<file path="config.mk">
export PLATFORM = sky130hd
export DESIGN_NAME = wake_src_sel
export DESIGN_NICKNAME = d
export VERILOG_FILES = /design/src/rtl/wss_pkg.sv /design/src/rtl/wss_sync.sv /design/src/rtl/wss_src_mux.sv /design/src/rtl/wss_qual.sv /design/src/rtl/wake_src_sel.sv
export SDC_FILE = /design/constraint.sdc
export NUM_CORES = 1
export LEC_CHECK = 0
export BUFFER_PORTS_ARGS = -buffer_cell sky130_fd_sc_hd__buf_2
export CAP_MARGIN = 20
export CORE_ASPECT_RATIO = 1.75
export CORE_MARGIN = 1.5
export CORE_UTILIZATION = 54
export CTS_BUF_LIST = sky130_fd_sc_hd__clkbuf_8
export DETAILED_ROUTE_END_ITERATION = 10
export GPL_TIMING_DRIVEN = 0
export HOLD_SLACK_MARGIN = 0.08
export PLACE_DENSITY = 0.92
export SLEW_MARGIN = 20
export SYNTH_ARGS = -nofsm -noshare
export SYNTH_HDL_FRONTEND = slang
export SYNTH_SLANG_ARGS = --single-unit
</file>
<file path="constraint.sdc">
create_clock -name clk -period 4.6 [get_ports clk]
set_clock_uncertainty 0.15 [all_clocks]
set_input_delay 0 -clock clk [delete_from_list [all_inputs] [get_ports clk]]
set_output_delay 0 -clock clk [all_outputs]
set_load 0.02 [all_outputs]
</file>
<file path="src/rtl/wss_pkg.sv">
`timescale 1ns/1ps
package wss_pkg;

    // Source code values; the numbering is decoded by the selector.
    typedef enum logic [2:0] {
        SRC_NONE    = 3'd0,
        SRC_B0      = 3'd1,
        SRC_B1      = 3'd2,
        SRC_B2      = 3'd3,
        SRC_B3      = 3'd4,
        SRC_A7      = 3'd5,
        SRC_NOR_LO  = 3'd6,
        SRC_NOR_ALL = 3'd7
    } src_sel_e;

    localparam int POL_BIT  = 3;
    localparam int DLY_BIT  = 4;
    localparam int WARM_BIT = 7;

    typedef struct packed {
        logic     warm;
        logic     dly_en;
        logic     pol;
        src_sel_e sel;
    } cfg_t;

    typedef struct packed {
        cfg_t cfg;
        logic woke;
        logic wake;
        logic lng;
        logic fst;
    } ctrl_st_t;

    localparam cfg_t CFG_RST = '{warm: 1'b0, dly_en: 1'b1, pol: 1'b0, sel: SRC_NONE};

endpackage

</file>
<file path="src/rtl/wss_sync.sv">
`timescale 1ns/1ps
module wss_sync #(
    parameter int W      = 12,
    parameter int STAGES = 2
) (
    input  logic         clk,
    input  logic         rst_n,
    input  logic [W-1:0] din,
    output logic [W-1:0] dout
);

    logic [STAGES-1:0][W-1:0] st_d, st_q;

    always_comb begin
        st_d[0] = din;
        for (int i = 1; i < STAGES; i++) begin
            st_d[i] = st_q[i-1];
        end
    end

    always_ff @(posedge clk or negedge rst_n) begin
        if (!rst_n) begin
            st_q <= '0;
        end else begin
            st_q <= st_d;
        end
    end

    assign dout = st_q[STAGES-1];

endmodule

</file>
<file path="src/rtl/wss_src_mux.sv">
`timescale 1ns/1ps
module wss_src_mux
    import wss_pkg::*;
#(
    parameter int PA_W = 8,
    parameter int PB_W = 4
) (
    input  logic [PA_W-1:0] pa_s,
    input  logic [PB_W-1:0] pb_s,
    input  src_sel_e        sel,
    input  logic            pol,
    input  logic            analog_en,
    output logic            src_active
);

    localparam int LO_W = PA_W / 2;

    logic raw;
    logic valid;
    logic nor_lo;
    logic nor_all;

    always_comb begin
        nor_lo  = ~|pa_s[LO_W-1:0];
        nor_all = ~|pa_s;
    end

    always_comb begin
        raw   = 1'b0;
        valid = 1'b1;
        unique case (sel)
            SRC_NONE:    valid = 1'b0;
            SRC_B0:      raw = pb_s[0];
            SRC_B1: begin
                raw   = pb_s[1];
                valid = !analog_en;
            end
            SRC_B2: begin
                raw   = pb_s[2];
                valid = !analog_en;
            end
            SRC_B3: begin
                raw   = pb_s[3];
                valid = !analog_en;
            end
            SRC_A7:      raw = pa_s[PA_W-1];
            SRC_NOR_LO:  raw = nor_lo;
            SRC_NOR_ALL: raw = nor_all;
            default:     valid = 1'b0;
        endcase
    end

    assign src_active = valid && (pol ? raw : !raw);

endmodule

</file>
<file path="src/rtl/wss_qual.sv">
`timescale 1ns/1ps
module wss_qual #(
    parameter int QUAL_CYC = 5
) (
    input  logic clk,
    input  logic rst_n,
    input  logic active,
    input  logic sleep_active,
    input  logic sleep_enter,
    output logic qual_ok
);

    localparam int CW = $clog2(QUAL_CYC + 1);
    localparam logic [CW-1:0] LIMIT = CW'(QUAL_CYC);

    logic [CW-1:0] cnt_d, cnt_q;

    always_comb begin
        cnt_d = cnt_q;
        if (sleep_enter || !active) begin
            cnt_d = '0;
        end else if (sleep_active && (cnt_q < LIMIT)) begin
            cnt_d = cnt_q + 1'b1;
        end
    end

    always_ff @(posedge clk or negedge rst_n) begin
        if (!rst_n) begin
            cnt_q <= '0;
        end else begin
            cnt_q <= cnt_d;
        end
    end

    assign qual_ok = (cnt_q == LIMIT);

    assert_cnt_bound_R9: assert property (@(posedge clk) disable iff (!rst_n)
        cnt_q <= LIMIT);

    assert_cnt_clear_R13: assert property (@(posedge clk) disable iff (!rst_n)
        (sleep_enter || !active) |=> (cnt_q == '0));

endmodule

</file>
<file path="src/rtl/wake_src_sel.sv">
`timescale 1ns/1ps
module wake_src_sel
    import wss_pkg::*;
#(
    parameter int PA_W        = 8,
    parameter int PB_W        = 4,
    parameter int QUAL_CYC    = 5,
    parameter int SYNC_STAGES = 2
) (
    input  logic            clk,
    input  logic            rst_n,
    input  logic            cfg_we,
    input  logic [7:0]      cfg_wdata,
    output logic [7:0]      cfg_rdata,
    input  logic [PA_W-1:0] pa_pad,
    input  logic [PA_W-1:0] pa_oe,
    input  logic [PA_W-1:0] pa_dout,
    input  logic [PB_W-1:0] pb_pad,
    input  logic            analog_en,
    input  logic            sleep_enter,
    input  logic            sleep_active,
    output logic            wake_pulse,
    output logic            long_delay_req,
    output logic            fast_restart_req,
    output logic            warm_start
);

    localparam int SW = PA_W + PB_W;

    logic [PA_W-1:0] pa_eff;
    logic [SW-1:0]   sync_out;
    logic            src_active;
    logic            qual_ok;
    logic            wake_d;
    logic            unused_wbits;
    ctrl_st_t        s_d, s_q;

    // Driven output level takes the place of the pad for output bits.
    assign pa_eff = (pa_oe & pa_dout) | (~pa_oe & pa_pad);

    wss_sync #(.W(SW), .STAGES(SYNC_STAGES)) u_sync (
        .clk   (clk),
        .rst_n (rst_n),
        .din   ({pb_pad, pa_eff}),
        .dout  (sync_out)
    );

    wss_src_mux #(.PA_W(PA_W), .PB_W(PB_W)) u_mux (
        .pa_s       (sync_out[PA_W-1:0]),
        .pb_s       (sync_out[SW-1:PA_W]),
        .sel        (s_q.cfg.sel),
        .pol        (s_q.cfg.pol),
        .analog_en  (analog_en),
        .src_active (src_active)
    );

    wss_qual #(.QUAL_CYC(QUAL_CYC)) u_qual (
        .clk          (clk),
        .rst_n        (rst_n),
        .active       (src_active),
        .sleep_active (sleep_active),
        .sleep_enter  (sleep_enter),
        .qual_ok      (qual_ok)
    );

    assign unused_wbits = ^cfg_wdata[7:5];

    always_comb begin
        s_d    = s_q;
        wake_d = sleep_active && !sleep_enter && !s_q.woke && src_active
                 && (s_q.cfg.dly_en || qual_ok);
        s_d.wake = wake_d;
        s_d.lng  = wake_d && s_q.cfg.dly_en;
        s_d.fst  = wake_d && !s_q.cfg.dly_en;
        if (sleep_enter) begin
            s_d.woke     = 1'b0;
            s_d.cfg.warm = 1'b1;
        end else if (wake_d) begin
            s_d.woke = 1'b1;
        end
        if (cfg_we) begin
            s_d.cfg.sel    = src_sel_e'(cfg_wdata[2:0]);
            s_d.cfg.pol    = cfg_wdata[POL_BIT];
            s_d.cfg.dly_en = cfg_wdata[DLY_BIT];
        end
    end

    always_ff @(posedge clk or negedge rst_n) begin
        if (!rst_n) begin
            s_q <= '{cfg: CFG_RST, woke: 1'b0, wake: 1'b0, lng: 1'b0, fst: 1'b0};
        end else begin
            s_q <= s_d;
        end
    end

    always_comb begin
        cfg_rdata           = '0;
        cfg_rdata[2:0]      = s_q.cfg.sel;
        cfg_rdata[POL_BIT]  = s_q.cfg.pol;
        cfg_rdata[DLY_BIT]  = s_q.cfg.dly_en;
        cfg_rdata[WARM_BIT] = s_q.cfg.warm;
    end

    assign wake_pulse       = s_q.wake;
    assign long_delay_req   = s_q.lng;
    assign fast_restart_req = s_q.fst;
    assign warm_start       = s_q.cfg.warm;

    assert_pulse_single_R10: assert property (@(posedge clk) disable iff (!rst_n)
        wake_pulse |=> !wake_pulse);

    assert_wake_asleep_R10: assert property (@(posedge clk) disable iff (!rst_n)
        wake_pulse |-> $past(sleep_active));

    assert_req_split_R9: assert property (@(posedge clk) disable iff (!rst_n)
        wake_pulse |-> (long_delay_req != fast_restart_req));

    assert_req_idle_R9: assert property (@(posedge clk) disable iff (!rst_n)
        !wake_pulse |-> !(long_delay_req || fast_restart_req));

    assert_none_code0_R5: assert property (@(posedge clk) disable iff (!rst_n)
        (s_q.cfg.sel == SRC_NONE) |-> !src_active);

    assert_analog_gate_R6: assert property (@(posedge clk) disable iff (!rst_n)
        (analog_en && (s_q.cfg.sel inside {SRC_B1, SRC_B2, SRC_B3})) |-> !src_active);

    assert_warm_set_R11: assert property (@(posedge clk) disable iff (!rst_n)
        sleep_enter |=> warm_start);

endmodule

</file>
==> impl_metrics.json, run 1 <==
{
  "grt_pass1_wl_um": 5547,
  "syn2layout_area_growth_pct": 49.44,
  "internal_power_mw": 0.5392,
  "clkPwrFrac": 0.312,
  "drt_iter0_drc": 33,
  "netlist_instances": 103,
  "post_drt_via_cell_ratio": 5.158,
  "hold_violations": 0,
  "setup_tns_ns": 0,
  "tightest_slew_ns": 0.7965,
  "dr.pass1.iters": 4,
  "routed_wl_um": 3465,
  "seqPwrFrac": 0.509,
  "antenna_cells": 0,
  "finalNetCount": 239,
  "holdWs_ns": 0.1950,
  "startpoint_type": "register",
  "ir_worst_vdd_uv": 263.8,
  "power_density_mw_per_mm2": 325.6,
  "yosys.area.top_type": "dfrtp_1",
  "grt_max_degree": 38,
  "synth.yosys.seq_area_share": 0.6339,
  "die-area_mm2": 0.003042,
  "synth-main-ff-cell": "dfrtp_1",
  "syn_avg_cell_area_um2": 14.20,
  "met2WireLength_um": 1938,
  "ys_seq_elements": 37,
  "instances_no_fill": 221,
  "cts.htree.levels": 2,
  "fin_crit_ns": 2.448,
  "placed_area_mm2": 0.001739,
  "routedWlPerCell_um": 15.68,
  "synth_edf_count": 0,
  "drv_slew": 0,
  "cap_violations": 0,
  "critical_path_class": "register to register",
  "die_width_um": 42.34,
  "required_ns": 4.62,
  "cp_max_fo": 7,
  "design.core.area_mm2": 0.002522,
  "vias": 1140,
  "clock_path_buffers": 2,
  "final_cell_area_mm2": 0.002186,
  "finalPower_mw": 0.7117,
  "cts_tree": "built",
  "synth_top_area_frac": 0.6159,
  "clock_sinks": 37,
  "num_rows": 24,
  "switching_share": 0.2425,
  "comb_power_share": 0.179,
  "finalCritPeriodShare": 0.5322,
  "die_height_um": 71.85,
  "cts_buffers": 5,
  "switching_power_mw": 0.1726,
  "final_util": 0.8666,
  "ant_nets": 0,
  "drc": 0,
  "antenna_found_initial": 0,
  "cts-root-buf": "clkbuf_8",
  "yosys_warnings": 0,
  "arrival_ns": 2.47,
  "setup_viol": 0,
  "post-place-cells": 178,
  "timing.slew.headroom": 0.4690,
  "post-place-ws_ns": 2.690,
  "worstSkewPairLatency_ns": 0.29,
  "grt_pass1_vias": 1255,
  "io_buffers": 48,
  "clk_pin_slew_worst_paths_ns": 0.07,
  "grt.overflow.total": 0,
  "io-pin-count": 54,
  "final.setup.worst_slack_ns": 2.152,
  "p_leak_nw": 1.049,
  "status": "finished, final reports clean",
  "async_reset_ff_frac": 1.000,
  "clock.fmax_mhz": 408.4,
  "yosysMostFrequentCell": "dfrtp_1",
  "synth_area_leaders": "dfrtp_1, mux2_2, buf_4, xnor2_4, dfstp_2",
  "hold_class": "input pin to asynchronous set/reset pin",
  "rsz0062_at_grt": "no",
  "gp_congestion": 0.8116,
  "start_util": 0.5799,
  "wl_met1_um": 1207,
  "synth.distinct_cells": 30,
  "dr_wl_met3_um": 194,
  "top_layer": "met4",
  "syn-cell-area_mm2": 0.001463,
  "synth_top_cells_by_count": "dfrtp_1, mux2_2, buf_4",
  "crit_path_end_kind": "register",
  "cts_setup_buffers": 0,
  "grt_usage": 0.2589,
  "place_hpwl_um": 1989,
  "layout-drive-gt1-share": 0.4256,
  "post_cts_resized": 0
}
-- power groups by stage --
stage | logic, mW | clock network [mW] | registers [mW]
floorplan | 0.0588 | 0 | 0.364
global placement | 0.0896 | 0 | 0.365
detailed placement | 0.0944 | 0 | 0.367
CTS | 0.124 | 0.224 | 0.362
global route | 0.137 | 0.238 | 0.364
finish | 0.127 | 0.222 | 0.363
-- logic make-up after synthesis --
family | count (synthesis) | share of synthesized area
AND/OR/NAND/NOR | 24 | 0.09582
multiplexers | 16 | 0.1215
other | 1 | 0.002564
adder cells (fa/ha/maj) | 2 | 0.01711
flip-flops | 37 | 0.6339
XOR/XNOR | 1 | 0.01882
AO/OA/AOI/OAI | 10 | 0.05390
buffers and inverters | 12 | 0.05646
-- per-layer routing --
metal,track usage,up-vias
met2,0.4752,61
met3,0.05542,11
met5,0,-
met4,0.1493,0
met1,0.2590,539
li1,-,529
-- cell type report --
class	instances	area, um^2
flip-flops and latches	37	927.1
repair buffers	84	600.6
multi-input cells	55	456.7
fillers	112	336.6
clock buffers	6	82.58
plain buffers	9	71.32
well taps	26	32.53
inverters	3	11.26
clock inverters	1	3.754
-- worst paths after layout --
kind	start	endpoint	slack (ns)	cells past startpoint
worst max-delay path	u_sync.dout[5]	s_q[3]	2.15	6
worst min-delay path	rst_n	warm_start	0.19	2
worst max register to register	u_sync.dout[5]	s_q[3]	2.15	6
worst min register to register	u_sync.st_d[22]	u_sync.dout[10]	0.19	0
max in group asynchronous	rst_n	cfg_rdata[0]	3.60	2
min in group clk	u_sync.st_d[22]	u_sync.dout[10]	0.20	0
-- flip-flops by register name, indices dropped and copies added, names as in the netlist --
name and count:
cfg_rdata 5, fast_restart_req 1, long_delay_req 1, s_q 1, u_qual.cnt_q 3, u_sync.dout 12
u_sync.st_d 12, wake_pulse 1, warm_start 1
-- placed cells by master, fill, tap and decap left out, types with 2 or more instances in the layout --
master,instances
dfrtp_1,36
nand4_1,2
ha_1,2
buf_2,48
clkbuf_8,6
inv_1,4
mux2i_1,2
nand3_1,3
conb_1,2
dlygate4sd3_1,36
mux2_2,14
nand2_1,6
nor2_1,5
buf_4,8
a21oi_1,3
-- critical path: stages, from the launching register on --
cell           delay, ns
dfrtp_1             0.38
o41ai_1             0.50
nand4_1             0.20
o221a_4             0.17
xnor2_4             0.24
o22ai_1             0.12
dlygate4sd3_1       0.57
-- what timing repair did --
action | in CTS | in global routing
hold endpoints to repair | 62 | 0
endpoints found under the setup margin | 0 | 0
hold buffers | 36 | 0
Power figures use the tool's default switching activity.
==> run 2: changes to the inputs <==
CORE_UTILIZATION = 45   (was 54)
PLACE_DENSITY = 0.83   (was 0.92)
clock period = 2.12 ns   (was 4.6 ns; I/O delays follow)
==> impl_metrics.json, run 2 (same netlist as run 1, synthesis figures left out) <==
{
  "status": "finished, final reports clean",
  "critical_path_class": "register to register",
  "post_cts_resized": 0,
  "worstSkewPairLatency_ns": 0.27,
  "die_height_um": 78.42,
  "cts_setup_buffers": 0,
  "grt.overflow.total": 0,
  "drc": 0,
  "num_rows": 27,
  "cts_tree": "built",
  "routedWlPerCell_um": 13.42,
  "fin_crit_ns": 1.903,
  "routed_wl_um": 3180,
  "seqPwrFrac": 0.517,
  "start_util": 0.4706,
  "timing.slew.headroom": 0.4795,
  "clkPwrFrac": 0.304,
  "hold_violations": 0,
  "internal_power_mw": 1.168,
  "ant_nets": 0,
  "final_cell_area_mm2": 0.002197,
  "cts-root-buf": "clkbuf_8",
  "clk_pin_slew_worst_paths_ns": 0.06,
  "post_drt_via_cell_ratio": 4.692,
  "gp_congestion": 0.7766,
  "ir_worst_vdd_uv": 702.0,
  "cts.htree.levels": 2,
  "dr.pass1.iters": 4,
  "io_buffers": 48,
  "required_ns": 2.18,
  "antenna_cells": 0,
  "syn2layout_area_growth_pct": 50.21,
  "antenna_found_initial": 0,
  "die-area_mm2": 0.003615,
  "switching_share": 0.2307,
  "clock_sinks": 37,
  "drv_slew": 0,
  "switching_power_mw": 0.3502,
  "clock.fmax_mhz": 525.5,
  "setup_viol": 0,
  "final.setup.worst_slack_ns": 0.2171,
  "placed_area_mm2": 0.001760,
  "comb_power_share": 0.179,
  "grt_usage": 0.2005,
  "p_leak_nw": 1.043,
  "grt_pass1_wl_um": 5154,
  "hold_class": "input pin to asynchronous set/reset pin",
  "crit_path_end_kind": "register",
  "tightest_slew_ns": 0.7807,
  "postCtsHoldBufs": 35,
  "clock_path_buffers": 2,
  "final_common_cell": "buf_2",
  "power_density_mw_per_mm2": 690.8,
  "arrival_ns": 1.96,
  "io-pin-count": 54,
  "drt_iter0_drc": 8,
  "setup_tns_ns": 0,
  "finalCritPeriodShare": 0.8976,
  "rsz0062_at_grt": "no",
  "cp_max_fo": 7,
  "cts_buffers": 5,
  "most-common-layout-cells": "buf_2, dfrtp_1, dlygate4sd3_1, mux2_2, buf_4",
  "grt_pass1_vias": 1251,
  "finalNetCount": 238,
  "vias": 1112,
  "grt_max_degree": 38,
  "design.core.area_mm2": 0.003108,
  "layout-drive-gt1-share": 0.4278,
  "place_hpwl_um": 1944,
  "die_width_um": 46.10,
  "cap_violations": 0,
  "startpoint_type": "register",
  "post-place-ws_ns": 0.2526
}
[run 2: power by group through the flow]
stage	Combinational [mW]	Clock (mW)	Sequential [mW]
after floorplan	0.128	0	0.790
after global placement	0.197	0	0.792
after detailed placement	0.206	0	0.797
after CTS	0.269	0.479	0.784
after global routing	0.294	0.507	0.789
final	0.272	0.461	0.784
[run 2: critical path, cell delays in order (launching register included)]
cell           delay [ns]
dfrtp_1              0.48
nor2_1               0.10
a21oi_1              0.15
o21a_1               0.24
nand2_1              0.07
dlygate4sd3_1        0.56
nor2_1               0.09
[run 2: worst paths after layout]
check,to,cells after the start,from,slack [ns]
max in group asynchronous,u_sync.st_d[17],2,rst_n,1.14
min reg2reg,u_sync.dout[8],0,u_sync.st_d[20],0.20
min,u_qual.cnt_q[2],2,rst_n,0.19
max,u_qual.cnt_q[0],6,cfg_rdata[1],0.22
min in group clk,u_sync.dout[8],0,u_sync.st_d[20],0.20
max reg2reg,u_qual.cnt_q[0],6,cfg_rdata[1],0.22
[run 2: area by class of cell]
| class | instances | area (um^2) |
|---|---|---|
| flip-flops and latches | 37 | 927.1 |
| fillers | 236 | 910.9 |
| repair buffers | 83 | 590.6 |
| multi-input cells | 55 | 456.7 |
| clock buffers | 6 | 82.58 |
| plain buffers | 9 | 71.32 |
| well taps | 43 | 53.80 |
| inverters | 3 | 11.26 |
| clock inverters | 1 | 3.754 |
[run 2: through the flow]
stage / utilization / power (mW) / hold WS [ns] / std cells
2_1_floorplan: - / 0.9172 / -0.4456 / 104
3_3_place_gp: 0.5664 / 0.9885 / -0.05435 / 195
3_5_place_dp: 0.5664 / 1.002 / -0.04068 / 195
4_1_cts: 0.7069 / 1.532 / 0.1955 / 237
5_1_grt: 0.7069 / 1.590 / 0.2041 / 237
6_report: 0.7069 / 1.518 / 0.1886 / 237
[run 2: per-layer routing]
layer	vias up	track usage	part of all wire	wire (um)
li1	525	-	-	-
met4	0	0.08571	0.014	46
met5	-	0	0	0
met3	5	0.03908	0.047	150
met2	49	0.3889	0.62	1969
met1	533	0.1783	0.32	1013
==> run 3: changes to the inputs <==
SYNTH_HIERARCHICAL = 1   (was default)
==> impl_metrics.json, run 3 <==
{
  "status": "finished, final reports clean",
  "drc": 0,
  "clock.fmax_mhz": 511.7,
  "synth_edf_count": 0,
  "ant_nets": 0,
  "instances_no_fill": 234,
  "clk_pin_slew_worst_paths_ns": 0.07,
  "ir_worst_vdd_uv": 769.6,
  "vias": 1078,
  "cts.htree.levels": 2,
  "worstSkewPairLatency_ns": 0.28,
  "cts_tree": "built",
  "synth_top_cells_by_count": "dfrtp_1, mux2_2, buf_4",
  "dr.pass1.iters": 3,
  "grt.overflow.total": 0,
  "synth.distinct_cells": 31,
  "reg2reg_depth": 6,
  "post-place-cells": 193,
  "arrival_ns": 2.00,
  "synth_area_leaders": "dfrtp_1, mux2_2, buf_4, mux2i_1, nand4bb_4",
  "syn-cell-area_mm2": 0.001444,
  "placed_area_mm2": 0.001742,
  "antenna_cells": 0,
  "async_reset_ff_frac": 1.000,
  "io_buffers": 48,
  "routedWlPerCell_um": 13.52,
  "seqPwrFrac": 0.523,
  "grt_pass1_wl_um": 5106,
  "timing.slew.headroom": 0.4834,
  "place_hpwl_um": 1880,
  "cts_setup_buffers": 0,
  "die-area_mm2": 0.003571,
  "switching_share": 0.2277,
  "rsz0062_at_grt": "no",
  "die_width_um": 45.82,
  "die_height_um": 77.94,
  "cts-root-buf": "clkbuf_8",
  "cp_max_fo": 7,
  "hold_class": "input pin to asynchronous set/reset pin",
  "synth_top_area_frac": 0.6239,
  "clock_path_buffers": 2,
  "drt_iter0_drc": 16,
  "gp_congestion": 0.7412,
  "start_util": 0.4646,
  "yosys_warnings": 6,
  "yosys.area.top_type": "dfrtp_1",
  "tightest_slew_ns": 0.7749,
  "drv_slew": 0,
  "switching_power_mw": 0.3417,
  "startpoint_type": "register",
  "clkPwrFrac": 0.309,
  "busiest_layer": "met2",
  "fin_crit_ns": 1.954,
  "synth.yosys.seq_area_share": 0.6421,
  "routed_wl_um": 3164,
  "crit_path_end_kind": "register",
  "power_density_mw_per_mm2": 681.7,
  "syn2layout_area_growth_pct": 52.43,
  "ys_seq_elements": 37,
  "setup_viol": 0,
  "antenna_found_initial": 0,
  "layout-drive-gt1-share": 0.4450,
  "final_common_cell": "buf_2",
  "io-pin-count": 54,
  "grt_pass1_vias": 1218,
  "finalCritPeriodShare": 0.9218,
  "critical_path_class": "register to register",
  "design.core.area_mm2": 0.003108,
  "most-common-layout-cells": "buf_2, dfrtp_1, dlygate4sd3_1, mux2_2, buf_4",
  "num_rows": 27,
  "grt.met1_usage": 0.1793,
  "finalNetCount": 235,
  "cap_violations": 0,
  "p_leak_nw": 1.023,
  "hold_violations": 0,
  "required_ns": 2.16,
  "final_cell_area_mm2": 0.002201,
  "internal_power_mw": 1.159,
  "synth-main-ff-cell": "dfrtp_1",
  "clock_sinks": 37,
  "grt_max_degree": 38,
  "post_drt_via_cell_ratio": 4.607,
  "comb_power_share": 0.169,
  "grt_usage": 0.2071,
  "syn_avg_cell_area_um2": 14.30,
  "met2_usage": 0.3887,
  "setup_tns_ns": 0,
  "cts_buffers": 5,
  "yosysMostFrequentCell": "dfrtp_1",
  "netlist_instances": 101,
  "grt_use_met3": 0.06744
}
==> run 3: stage by stage <==
stage	power, mW	hold slack (ns)	util	worst slack (ns)
2_1_floorplan	0.8888	-0.4456	-	0.2420
3_3_place_gp	0.9583	-0.04762	0.5604	0.08715
3_5_place_dp	0.9703	-0.04068	0.5604	0.02282
4_1_cts	1.502	0.1899	0.6977	0.008181
5_1_grt	1.594	0.1907	0.7081	0.05237
6_report	1.500	0.1704	0.7081	0.1658
==> run 3: kinds of logic (layout without fill, tap and decap cells) <==
kind of cell,Yosys count,count (layout),share of synthesized area
DFF,37,37,0.6421
buffers and inverters,13,102,0.05459
AOI/OAI and AO/OA,11,11,0.05892
muxes,16,16,0.1248
adders and majority gates,2,2,0.01733
and+or+nand+nor,21,21,0.09967
other,1,2,0.002597
==> run 3: worst max-delay path, stage by stage, from the launching register on <==
cell	delay, ns
dfrtp_2	0.45
mux2i_1	0.13
mux2_4	0.28
o221ai_4	0.20
mux2i_4	0.31
nand2b_1	0.14
a311oi_1	0.21
==> run 3: worst paths after layout <==
path	endpoint	slack (ns)	startpoint
worst max register to register	u_qual/cnt_q[0]	0.17	cfg_rdata[2]
min in group clk	u_sync/dout[9]	0.19	u_sync/st_d[21]
max in group asynchronous	cfg_rdata[2]	1.09	rst_n
worst min-delay path	u_qual/cnt_q[1]	0.17	rst_n
worst min register to register	u_sync/dout[9]	0.19	u_sync/st_d[21]
worst max-delay path	u_qual/cnt_q[0]	0.17	cfg_rdata[2]
==> run 3: repair_timing <==
action,4_1_cts,5_1_grt
hold buffers,34,0
resized for setup,0,5
setup endpoints to repair,0,5
hold endpoints to repair,62,0
==> run 3: layout make-up <==
class	instances	area, um^2
flip-flops and latches	37	928.4
inverters	5	18.77
clock inverters	1	3.754
well taps	43	53.80
repair buffers	82	580.6
clock buffers	6	82.58
plain buffers	8	60.06
fillers	236	907.1
multi-input cells	52	473.0
==> run 3: layer usage <==
layer  up-vias  routed length [um]
met2        52                1876
met4         0                  65
met1       504                1019
met5         -                   0
met3         7                 202
li1        515                   -
==> run 3: power by group through the flow <==
stage               combinational [mW]  clock, mW  sequential (mW)
finish                           0.253      0.463            0.784
global route                     0.276      0.530            0.789
CTS                              0.235      0.486            0.782
detailed placement               0.175          0            0.795
global placement                 0.167          0            0.791
floorplan                        0.101          0            0.788
